[src/rtl/wh_pkg.sv]
package wh_pkg;
  typedef enum logic [1:0] {
    RGN_NONE = 2'd0,
    RGN_PROG = 2'd1,
    RGN_IO   = 2'd2
  } region_e;
endpackage

[src/rtl/wh_decode.sv]
module wh_decode
  import wh_pkg::*;
#(
  parameter int AW = 24,
  parameter logic [AW-1:0] PM_BASE = '0,
  parameter int PM_LOG2 = 18,
  parameter logic [AW-1:0] IO_BASE = 24'hFF0000,
  parameter int IO_LOG2 = 16
) (
  input  logic [AW-1:0] addr,
  output region_e       region
);
  localparam logic [AW-PM_LOG2-1:0] PM_TAG = PM_BASE[AW-1:PM_LOG2];
  localparam logic [AW-IO_LOG2-1:0] IO_TAG = IO_BASE[AW-1:IO_LOG2];

  logic hit_pm, hit_io;
  assign hit_pm = (addr[AW-1:PM_LOG2] == PM_TAG);
  assign hit_io = (addr[AW-1:IO_LOG2] == IO_TAG);

  always_comb begin
    if (hit_pm)      region = RGN_PROG;
    else if (hit_io) region = RGN_IO;
    else             region = RGN_NONE;
  end
endmodule

[src/rtl/wh_cfg_regs.sv]
module wh_cfg_regs #(
  parameter int CW = 3,
  parameter int NRGN = 2,
  localparam int FW = 2 * CW,
  localparam int SW = (NRGN > 1) ? $clog2(NRGN) : 1
) (
  input  logic                     clk,
  input  logic                     rst_n,
  input  logic                     we,
  input  logic [SW-1:0]            sel,
  input  logic [FW-1:0]            wdata,
  output logic [FW-1:0]            rdata,
  output logic [NRGN-1:0][FW-1:0]  regs
);
  for (genvar g = 0; g < NRGN; g++) begin : g_reg
    always_ff @(posedge clk or negedge rst_n) begin
      if (!rst_n)                        regs[g] <= '1;
      else if (we && (sel == SW'(g)))    regs[g] <= wdata;
    end
  end

  assign rdata = regs[sel];


  cfg_write_chk: assert property (@(posedge clk) disable iff (!rst_n)
    we |=> (regs[$past(sel)] == $past(wdata)));
endmodule

[src/rtl/wh_sequencer.sv]
module wh_sequencer
  import wh_pkg::*;
#(
  parameter int CW = 3
) (
  input  logic          clk,
  input  logic          rst_n,
  input  logic          req_valid,
  output logic          req_ready,
  input  region_e       region_i,
  input  logic [CW-1:0] wait_i,
  input  logic [CW-1:0] hold_i,
  output logic          done,
  output logic          pm_sel,
  output logic          io_sel
);
  typedef enum logic [1:0] {ST_IDLE, ST_WAIT, ST_HOLD} state_e;

  state_e        state;
  logic [CW-1:0] cnt, hold_q;
  region_e       rgn_q;

  always_ff @(posedge clk or negedge rst_n) begin
    if (!rst_n) begin
      state  <= ST_IDLE;
      cnt    <= '0;
      hold_q <= '0;
      rgn_q  <= RGN_NONE;
    end else begin
      case (state)
        ST_IDLE: if (req_valid) begin
          state  <= ST_WAIT;
          cnt    <= wait_i;
          hold_q <= hold_i;
          rgn_q  <= region_i;
        end
        ST_WAIT: if (cnt == '0) begin
          state <= (hold_q == '0) ? ST_IDLE : ST_HOLD;
          cnt   <= hold_q;
        end else begin
          cnt <= cnt - 1'b1;
        end
        ST_HOLD: if (cnt == CW'(1)) state <= ST_IDLE;
                 else cnt <= cnt - 1'b1;
        default: state <= ST_IDLE;
      endcase
    end
  end

  assign req_ready = (state == ST_IDLE);
  assign done      = (state == ST_WAIT) && (cnt == '0);
  assign pm_sel    = (state == ST_WAIT) && (rgn_q == RGN_PROG);
  assign io_sel    = (state == ST_WAIT) && (rgn_q == RGN_IO);


  done_pulse_chk: assert property (@(posedge clk) disable iff (!rst_n)
    done |=> !done);

  accept_busy_chk: assert property (@(posedge clk) disable iff (!rst_n)
    (req_valid && req_ready) |=> !req_ready);

  hold_nonzero_chk: assert property (@(posedge clk) disable iff (!rst_n)
    (state == ST_HOLD) |-> (cnt != '0));
endmodule

[src/rtl/wait_hold_busctl.sv]
module wait_hold_busctl
  import wh_pkg::*;
#(
  parameter int AW = 24,
  parameter int CW = 3,
  parameter logic [AW-1:0] PM_BASE = '0,
  parameter int PM_LOG2 = 18,
  parameter logic [AW-1:0] IO_BASE = 24'hFF0000,
  parameter int IO_LOG2 = 16,
  localparam int FW = 2 * CW
) (
  input  logic          clk,
  input  logic          rst_n,
  input  logic          req_valid,
  output logic          req_ready,
  input  logic [AW-1:0] req_addr,
  output logic          acc_done,
  output logic          pm_sel,
  output logic          io_sel,
  input  logic          cfg_we,
  input  logic          cfg_sel,
  input  logic [FW-1:0] cfg_wdata,
  output logic [FW-1:0] cfg_rdata
);
  localparam int NRGN = 2;

  region_e                 region;
  logic [NRGN-1:0][FW-1:0] regs;
  logic [CW-1:0]           wait_sel, hold_sel;

  wh_decode #(.AW(AW), .PM_BASE(PM_BASE), .PM_LOG2(PM_LOG2),
              .IO_BASE(IO_BASE), .IO_LOG2(IO_LOG2)) u_dec (
    .addr(req_addr), .region(region));

  wh_cfg_regs #(.CW(CW), .NRGN(NRGN)) u_cfg (
    .clk(clk), .rst_n(rst_n), .we(cfg_we), .sel(cfg_sel),
    .wdata(cfg_wdata), .rdata(cfg_rdata), .regs(regs));

  always_comb begin
    case (region)
      RGN_PROG: begin wait_sel = regs[0][CW-1:0]; hold_sel = regs[0][FW-1:CW]; end
      RGN_IO:   begin wait_sel = regs[1][CW-1:0]; hold_sel = regs[1][FW-1:CW]; end
      default:  begin wait_sel = '0;              hold_sel = '0;              end
    endcase
  end

  wh_sequencer #(.CW(CW)) u_seq (
    .clk(clk), .rst_n(rst_n), .req_valid(req_valid), .req_ready(req_ready),
    .region_i(region), .wait_i(wait_sel), .hold_i(hold_sel),
    .done(acc_done), .pm_sel(pm_sel), .io_sel(io_sel));


  sel_onehot_chk: assert property (@(posedge clk) disable iff (!rst_n)
    $onehot0({pm_sel, io_sel}));

  unmapped_nohold_chk: assert property (@(posedge clk) disable iff (!rst_n)
    (acc_done && !pm_sel && !io_sel) |=> req_ready);
endmodule

[config.mk]
export PLATFORM = sky130hd
export DESIGN_NAME = wait_hold_busctl
export DESIGN_NICKNAME = d
export VERILOG_FILES = /design/src/rtl/wh_pkg.sv /design/src/rtl/wh_decode.sv /design/src/rtl/wh_cfg_regs.sv /design/src/rtl/wh_sequencer.sv /design/src/rtl/wait_hold_busctl.sv
export SDC_FILE = /design/constraint.sdc
export NUM_CORES = 1
export LEC_CHECK = 0
export BUFFER_PORTS_ARGS = -buffer_cell sky130_fd_sc_hd__buf_2
export CAP_MARGIN = 5
export CORE_AREA = 2 2 57 59
export DETAILED_ROUTE_END_ITERATION = 10
export DIE_AREA = 0 0 59 61
export GPL_TIMING_DRIVEN = 0
export PLACE_DENSITY = 0.81
export SYNTH_ARGS = -nofsm -noshare
export SYNTH_HDL_FRONTEND = slang
export SYNTH_SLANG_ARGS = --single-unit
[constraint.sdc]
create_clock -name clk -period 1.65 [get_ports clk]
set_input_delay 0 -clock clk [delete_from_list [all_inputs] [get_ports clk]]
set_output_delay 0 -clock clk [all_outputs]
set_load 0.05 [all_outputs]
==> reports/metrics.cfg, run 1 <==
[power]
p_switching_uw = 826
swShare_pct = 39.9
cell_internal_pwr_mw = 1.25
clockPowerShare_pct = 13.9
power_frac_comb_pct = 50.2
leakagePower_nw = 0.698
power_density_nw_per_um2 = 1310
p_total_mw = 2.07
seqPwrFrac_pct = 35.9
ir_drop_uv = 718

[clock_network]
cts_tree = done
htree_levels = 1
clk_path_buf_depth = 2
path_clk_slew_ns = 0.12
cts_sinks = 22
clk-insertion-delay-late_ns = 0.30
clock-root-buffer = clkbuf_4
cts_buffers = 3

[logic_synthesis]
seq_area_frac_synth_pct = 44.9
synthArstFlopShare_pct = 100
netlist_instances = 106
ys_warn_count = 0
ys_top_cells_by_area = dfstp_2, dfrtp_1, mux2_2
synth_area_sq_um = 1260
synth_edf_count = 0
yosys_register_bits = 22
yosys.area.top_type = dfstp_2
avgSynthCellArea_sq_um = 11.9
synth_cell_type_count = 29
ys.flop_type = dfstp_2
synth_top_area_share_pct = 25.0
syn_nets = 148
yosysMostFrequentCell = mux2_2
synthTopCellsByCount = mux2_2, dfstp_2, nand2_1

[route]
wl_per_cell_microns = 14.2
finalWirelength_microns = 2550
drcViolationCount = 0
route.met3.wl_microns = 119
drt_first_pass_iters = 4
top_layer_used = met4
ant_nets = 0
drt-initial-drc-count = 21
viasPerCell = 5.51
dr_wl_met2_microns = 1350
vias = 987
drt-met1-wl_microns = 1070

[global_routing]
grt_pass1_vias = 1059
groute.usage.overall_pct = 16.1
grt_pass1_wl_microns = 4450
overflow = 0
grt_max_degree = 23
antenna_found_initial = 0

[timing]
setup_violations = 0
setup_ws_ns = 0.0930
fmax_ghz = 0.642
fin_skew_ns = 0.00174
final_max_slew_viol_count = 0
finalHoldViolations = 0
slew_headroom_pct = 68.4
period_minus_slack_ns = 1.56
rsz0062_at_grt = false
finalCritPeriodShare_pct = 94.4
fin_tns_setup_ns = 0
worstMarginPinSlew_ns = 0.475

[cells_and_area]
fin_util_pct = 53.7
fin_nets = 189
areaGrowthSynthToFinish_pct = 25.8
layout-drive-gt1-share_pct = 53.4
num_antenna_cells = 0
final_cells = 179

[worst_setup_path]
critPathCaptureType = flip-flop
worstPathArrival_ns = 1.78
crit_fanout = 5
start_kind = flip-flop
r2r_cells = 5
rrSetupSlack_ns = 0.09
required_ns = 1.87
crit-reg2reg-launch = u_seq.state[0]$_DFFE_PN0P_
r2r_end = u_seq.cnt[0]$_DFFE_PN0P_
path_class = reg -> reg

[die]
ios = 45
core_sq_um = 2950
dieArea_sq_um = 3600
start_util_pct = 42.7
die_h_microns = 61
die_w_microns = 59
rows = 20

[place]
hpwl_microns = 1880
globalplace.congestion = 0.740
dp_slack_ns = -0.0785
dp.cells = 166
portBuffers = 27

[hold_path]
hold_path_class = in -> reg
hold_depth = 3
hold_path_end = u_seq.state[0]$_DFFE_PN0P_
min_from = req_valid

[job]
drv_cap = 0

[status]
status = finished, final reports clean

-- sequential cells by signal, indices dropped and copies added, names as in the netlist --
name / cells
u_cfg.regs: 12
u_seq.cnt: 3
u_seq.hold_q: 3
u_seq.rgn_q: 2
u_seq.state: 2
-- per-stage QoR --
stage | area (sq um) | hold WS, ns
after global routing | 1590 | 0.0363
after CTS | 1540 | 0.0251
final | 1590 | 0.0245
after floorplan | 1260 | -0.296
after detailed placement | 1440 | -0.0120
after global placement | 1440 | -0.0255
-- cell usage in the layout, fill, tap and decap left out, types with 2 or more instances in the layout --
cell type,n
buf_2,25
mux2_2,17
dfstp_2,12
nand2_1,11
dfrtp_1,10
dlygate4sd3_1,7
inv_1,6
ha_1,5
clkbuf_4,5
nor2b_1,3
mux2_1,3
a21oi_1,3
a22oi_1,3
o21ai_1,3
o221a_2,3
o31ai_2,3
buf_4,3
clkbuf_1,2
nand4_1,2
a221oi_1,2
ha_2,2
-- cell families after synthesis --
kind of cell    share of synthesized area [%]
simple gates                             11.3
fa+ha+maj                                6.95
mux                                      18.7
buf+inv                                  2.68
flops                                    44.9
compound gates                           14.8
xor+xnor                                0.695
-- critical path: stages, from the launching register on --
cell and delay, ns:
dfrtp_1 0.41, inv_1 0.08, ha_2 0.20, nor2b_1 0.16, a311o_2 0.38, o31ai_2 0.24
-- timing repair --
item	4_1_cts	5_1_grt
gates resized for setup	0	6
setup endpoints to repair	6	7
hold buffers	7	0
buffers inserted	0	3
hold endpoints to repair	34	0
-- power by group through the flow --
stage                     registers [mW]  clock network [mW]  logic, mW
after global routing               0.759               0.322       1.13
after floorplan                    0.731                   0      0.756
after detailed placement           0.754                   0      0.934
after CTS                          0.744               0.300      0.950
final                              0.745               0.288       1.04
after global placement             0.745                   0      0.900
-- final cells by class --
cell class,count,area [sq um]
Fill cell,257,1370
Multi-Input combinational cell,75,679
Sequential cell,22,566
Timing Repair Buffer,37,233
Tap cell,33,41.3
Clock buffer,4,36.3
Inverter,6,22.5
Buffer,2,7.51
-- how the worst max path moves through the flow --
stage                                from                       end  cells past startpoint
2_1_floorplan  u_seq.state[0]$_DFFE_PN0P_  u_seq.cnt[0]$_DFFE_PN0P_                      5
3_3_place_gp   u_seq.state[1]$_DFFE_PN0P_  u_seq.cnt[2]$_DFFE_PN0P_                      6
3_5_place_dp   u_seq.state[1]$_DFFE_PN0P_  u_seq.cnt[2]$_DFFE_PN0P_                      6
4_1_cts        u_seq.state[1]$_DFFE_PN0P_                  acc_done                      4
5_1_grt        u_seq.state[0]$_DFFE_PN0P_  u_seq.cnt[0]$_DFFE_PN0P_                      5
6_report       u_seq.state[0]$_DFFE_PN0P_  u_seq.cnt[0]$_DFFE_PN0P_                      5
-- per-layer routing --
metal / global-route usage, % / vias up
li1: - / 469
met5: 0 / -
met2: 31.3 / 36
met1: 18.3 / 480
met4: 5.52 / 0
met3: 1.71 / 2
(Power assumes the default switching activity.)
==> run 2: changes to the inputs <==
Settings changed: CORE_AREA 2 2 57 59 to 2 2 68 70, DIE_AREA 0 0 59 61 to 0 0 70 72, PLACE_DENSITY 0.81 to 0.62.
==> reports/metrics.cfg, run 2 (same netlist as run 1, synthesis figures left out) <==
[worst_setup_path]
path_class = reg -> reg
crit-reg2reg-launch = u_seq.state[0]$_DFFE_PN0P_
critPathCaptureType = flip-flop
r2r_end = u_seq.state[1]$_DFFE_PN0P_
required_ns = 1.84
r2r_cells = 5
crit_fanout = 9
worstPathArrival_ns = 1.77
rrSetupSlack_ns = 0.06
start_kind = flip-flop

[clock_network]
clk-insertion-delay-late_ns = 0.26
clock-root-buffer = clkbuf_8
clk_path_buf_depth = 2
path_clk_slew_ns = 0.08
htree_levels = 1
cts_sinks = 22
cts_tree = done
cts_buffers = 3

[route]
vias = 958
ant_nets = 0
drcViolationCount = 0
viasPerCell = 4.81
drt-initial-drc-count = 16
finalWirelength_microns = 2510
drt_first_pass_iters = 4
wl_per_cell_microns = 12.6

[job]
drv_cap = 0

[power]
ir_drop_uv = 774
power_density_nw_per_um2 = 1380
swShare_pct = 36.7
cell_internal_pwr_mw = 1.42
leakagePower_nw = 0.713
power_frac_comb_pct = 44.8
seqPwrFrac_pct = 33.2
p_switching_uw = 828
clockPowerShare_pct = 22.0

[cells_and_area]
areaGrowthSynthToFinish_pct = 29.7
layout-drive-gt1-share_pct = 53.1
num_antenna_cells = 0
reg_top3 = u_cfg.regs x12, u_seq.cnt x3, u_seq.hold_q x3
layout_common_cells = buf_2, mux2_2, dfstp_2, nand2_1, dfrtp_1
regMostFlops = u_cfg.regs
fin_nets = 190
largest_reg_flops = 12
fill_cells = 422
layout_commonest_cell = buf_2

[die]
die_h_microns = 72
ios = 45
start_util_pct = 29.5
rows = 24
dieArea_sq_um = 5040
die_w_microns = 70
core_sq_um = 4260

[global_routing]
overflow = 0
grt_pass1_wl_microns = 4320
grt_pass1_vias = 1009
groute.usage.overall_pct = 10.4
grt_max_degree = 23
antenna_found_initial = 0

[place]
globalplace.congestion = 0.699
hpwl_microns = 2030
portBuffers = 27
dp_slack_ns = -0.102

[timing]
hold_ws_ns = 0.0720
period_minus_slack_ns = 1.59
fmax_ghz = 0.630
final_max_slew_viol_count = 0
rsz0062_at_grt = false
fin_tns_setup_ns = 0
slew_headroom_pct = 68.4
worstMarginPinSlew_ns = 0.474
fin_skew_ns = 0.00301
setup_ws_ns = 0.0639
finalCritPeriodShare_pct = 96.1
finalHoldViolations = 0
setup_violations = 0

[status]
status = finished, final reports clean

[hold_path]
min_from = req_valid
hold_depth = 3
hold_path_class = in -> reg
hold_path_end = u_seq.state[0]$_DFFE_PN0P_

==> run 2: worst max-delay path by stage <==
stage | startpoint | endpoint
6_report | u_seq.state[0]$_DFFE_PN0P_ | u_seq.state[1]$_DFFE_PN0P_
3_3_place_gp | u_seq.state[1]$_DFFE_PN0P_ | u_seq.cnt[2]$_DFFE_PN0P_
5_1_grt | u_seq.state[1]$_DFFE_PN0P_ | u_seq.cnt[2]$_DFFE_PN0P_
4_1_cts | u_seq.state[0]$_DFFE_PN0P_ | u_seq.cnt[2]$_DFFE_PN0P_
2_1_floorplan | u_seq.state[0]$_DFFE_PN0P_ | u_seq.cnt[0]$_DFFE_PN0P_
3_5_place_dp | u_seq.state[1]$_DFFE_PN0P_ | u_seq.cnt[2]$_DFFE_PN0P_
==> run 2: cell type report <==
| class | instances | area, sq um | share of cell area (%) |
|---|---|---|---|
| buffer | 2 | 7.51 | 0.459 |
| clock buffer | 3 | 41.3 | 2.53 |
| clock inverter | 1 | 30.0 | 1.84 |
| inverter | 6 | 22.5 | 1.38 |
| multi-input combinational | 75 | 667 | 40.8 |
| sequential | 22 | 566 | 34.6 |
| tap | 52 | 65.1 | 3.98 |
| timing repair buffer | 38 | 235 | 14.4 |
==> run 2: worst max-delay path, cell delays in order (launching register included) <==
cell,delay (ns)
dfrtp_1,0.43
buf_4,0.15
ha_2,0.23
a22oi_1,0.28
nor2b_1,0.22
mux2i_1,0.20
==> run 2: power groups by stage <==
stage                     combinational [mW]  clock [mW]  sequential [mW]
after global routing                    1.10       0.538            0.759
after detailed placement               0.933           0            0.760
after CTS                              0.955       0.507            0.751
after global placement                 0.909           0            0.749
after floorplan                        0.756           0            0.731
final                                   1.01       0.495            0.748
==> run 2: per-stage QoR <==
stage / util (%) / instances / area (sq um) / total power, mW
finish: 38.3 / 199 / 1630 / 2.25
global route: 38.3 / 199 / 1630 / 2.40
CTS: 37.6 / 195 / 1600 / 2.21
detailed placement: 34.3 / 185 / 1460 / 1.69
global placement: 34.3 / 185 / 1460 / 1.66
floorplan: - / 106 / 1260 / 1.49
==> run 2: layer usage <==
| layer | routed length [microns] | vias to the layer above | part of all wire (%) | GRT usage [%] |
|---|---|---|---|---|
| met2 | 1350 | 20 | 54 | 20.4 |
| met4 | 27 | 0 | 1.1 | 3.63 |
| met3 | 88 | 3 | 3.5 | 1.81 |
| met5 | 0 | - | 0 | 0 |
| met1 | 1050 | 465 | 42 | 11.2 |
| li1 | - | 470 | - | - |
==> run 2: repair_timing <==
action,CTS,global route
gates cloned,0,0
endpoints found under the hold margin,22,0
buffers inserted,0,4
gates resized for setup,1,2
setup endpoints to repair,7,4
hold buffers,7,0
pin swaps,0,3
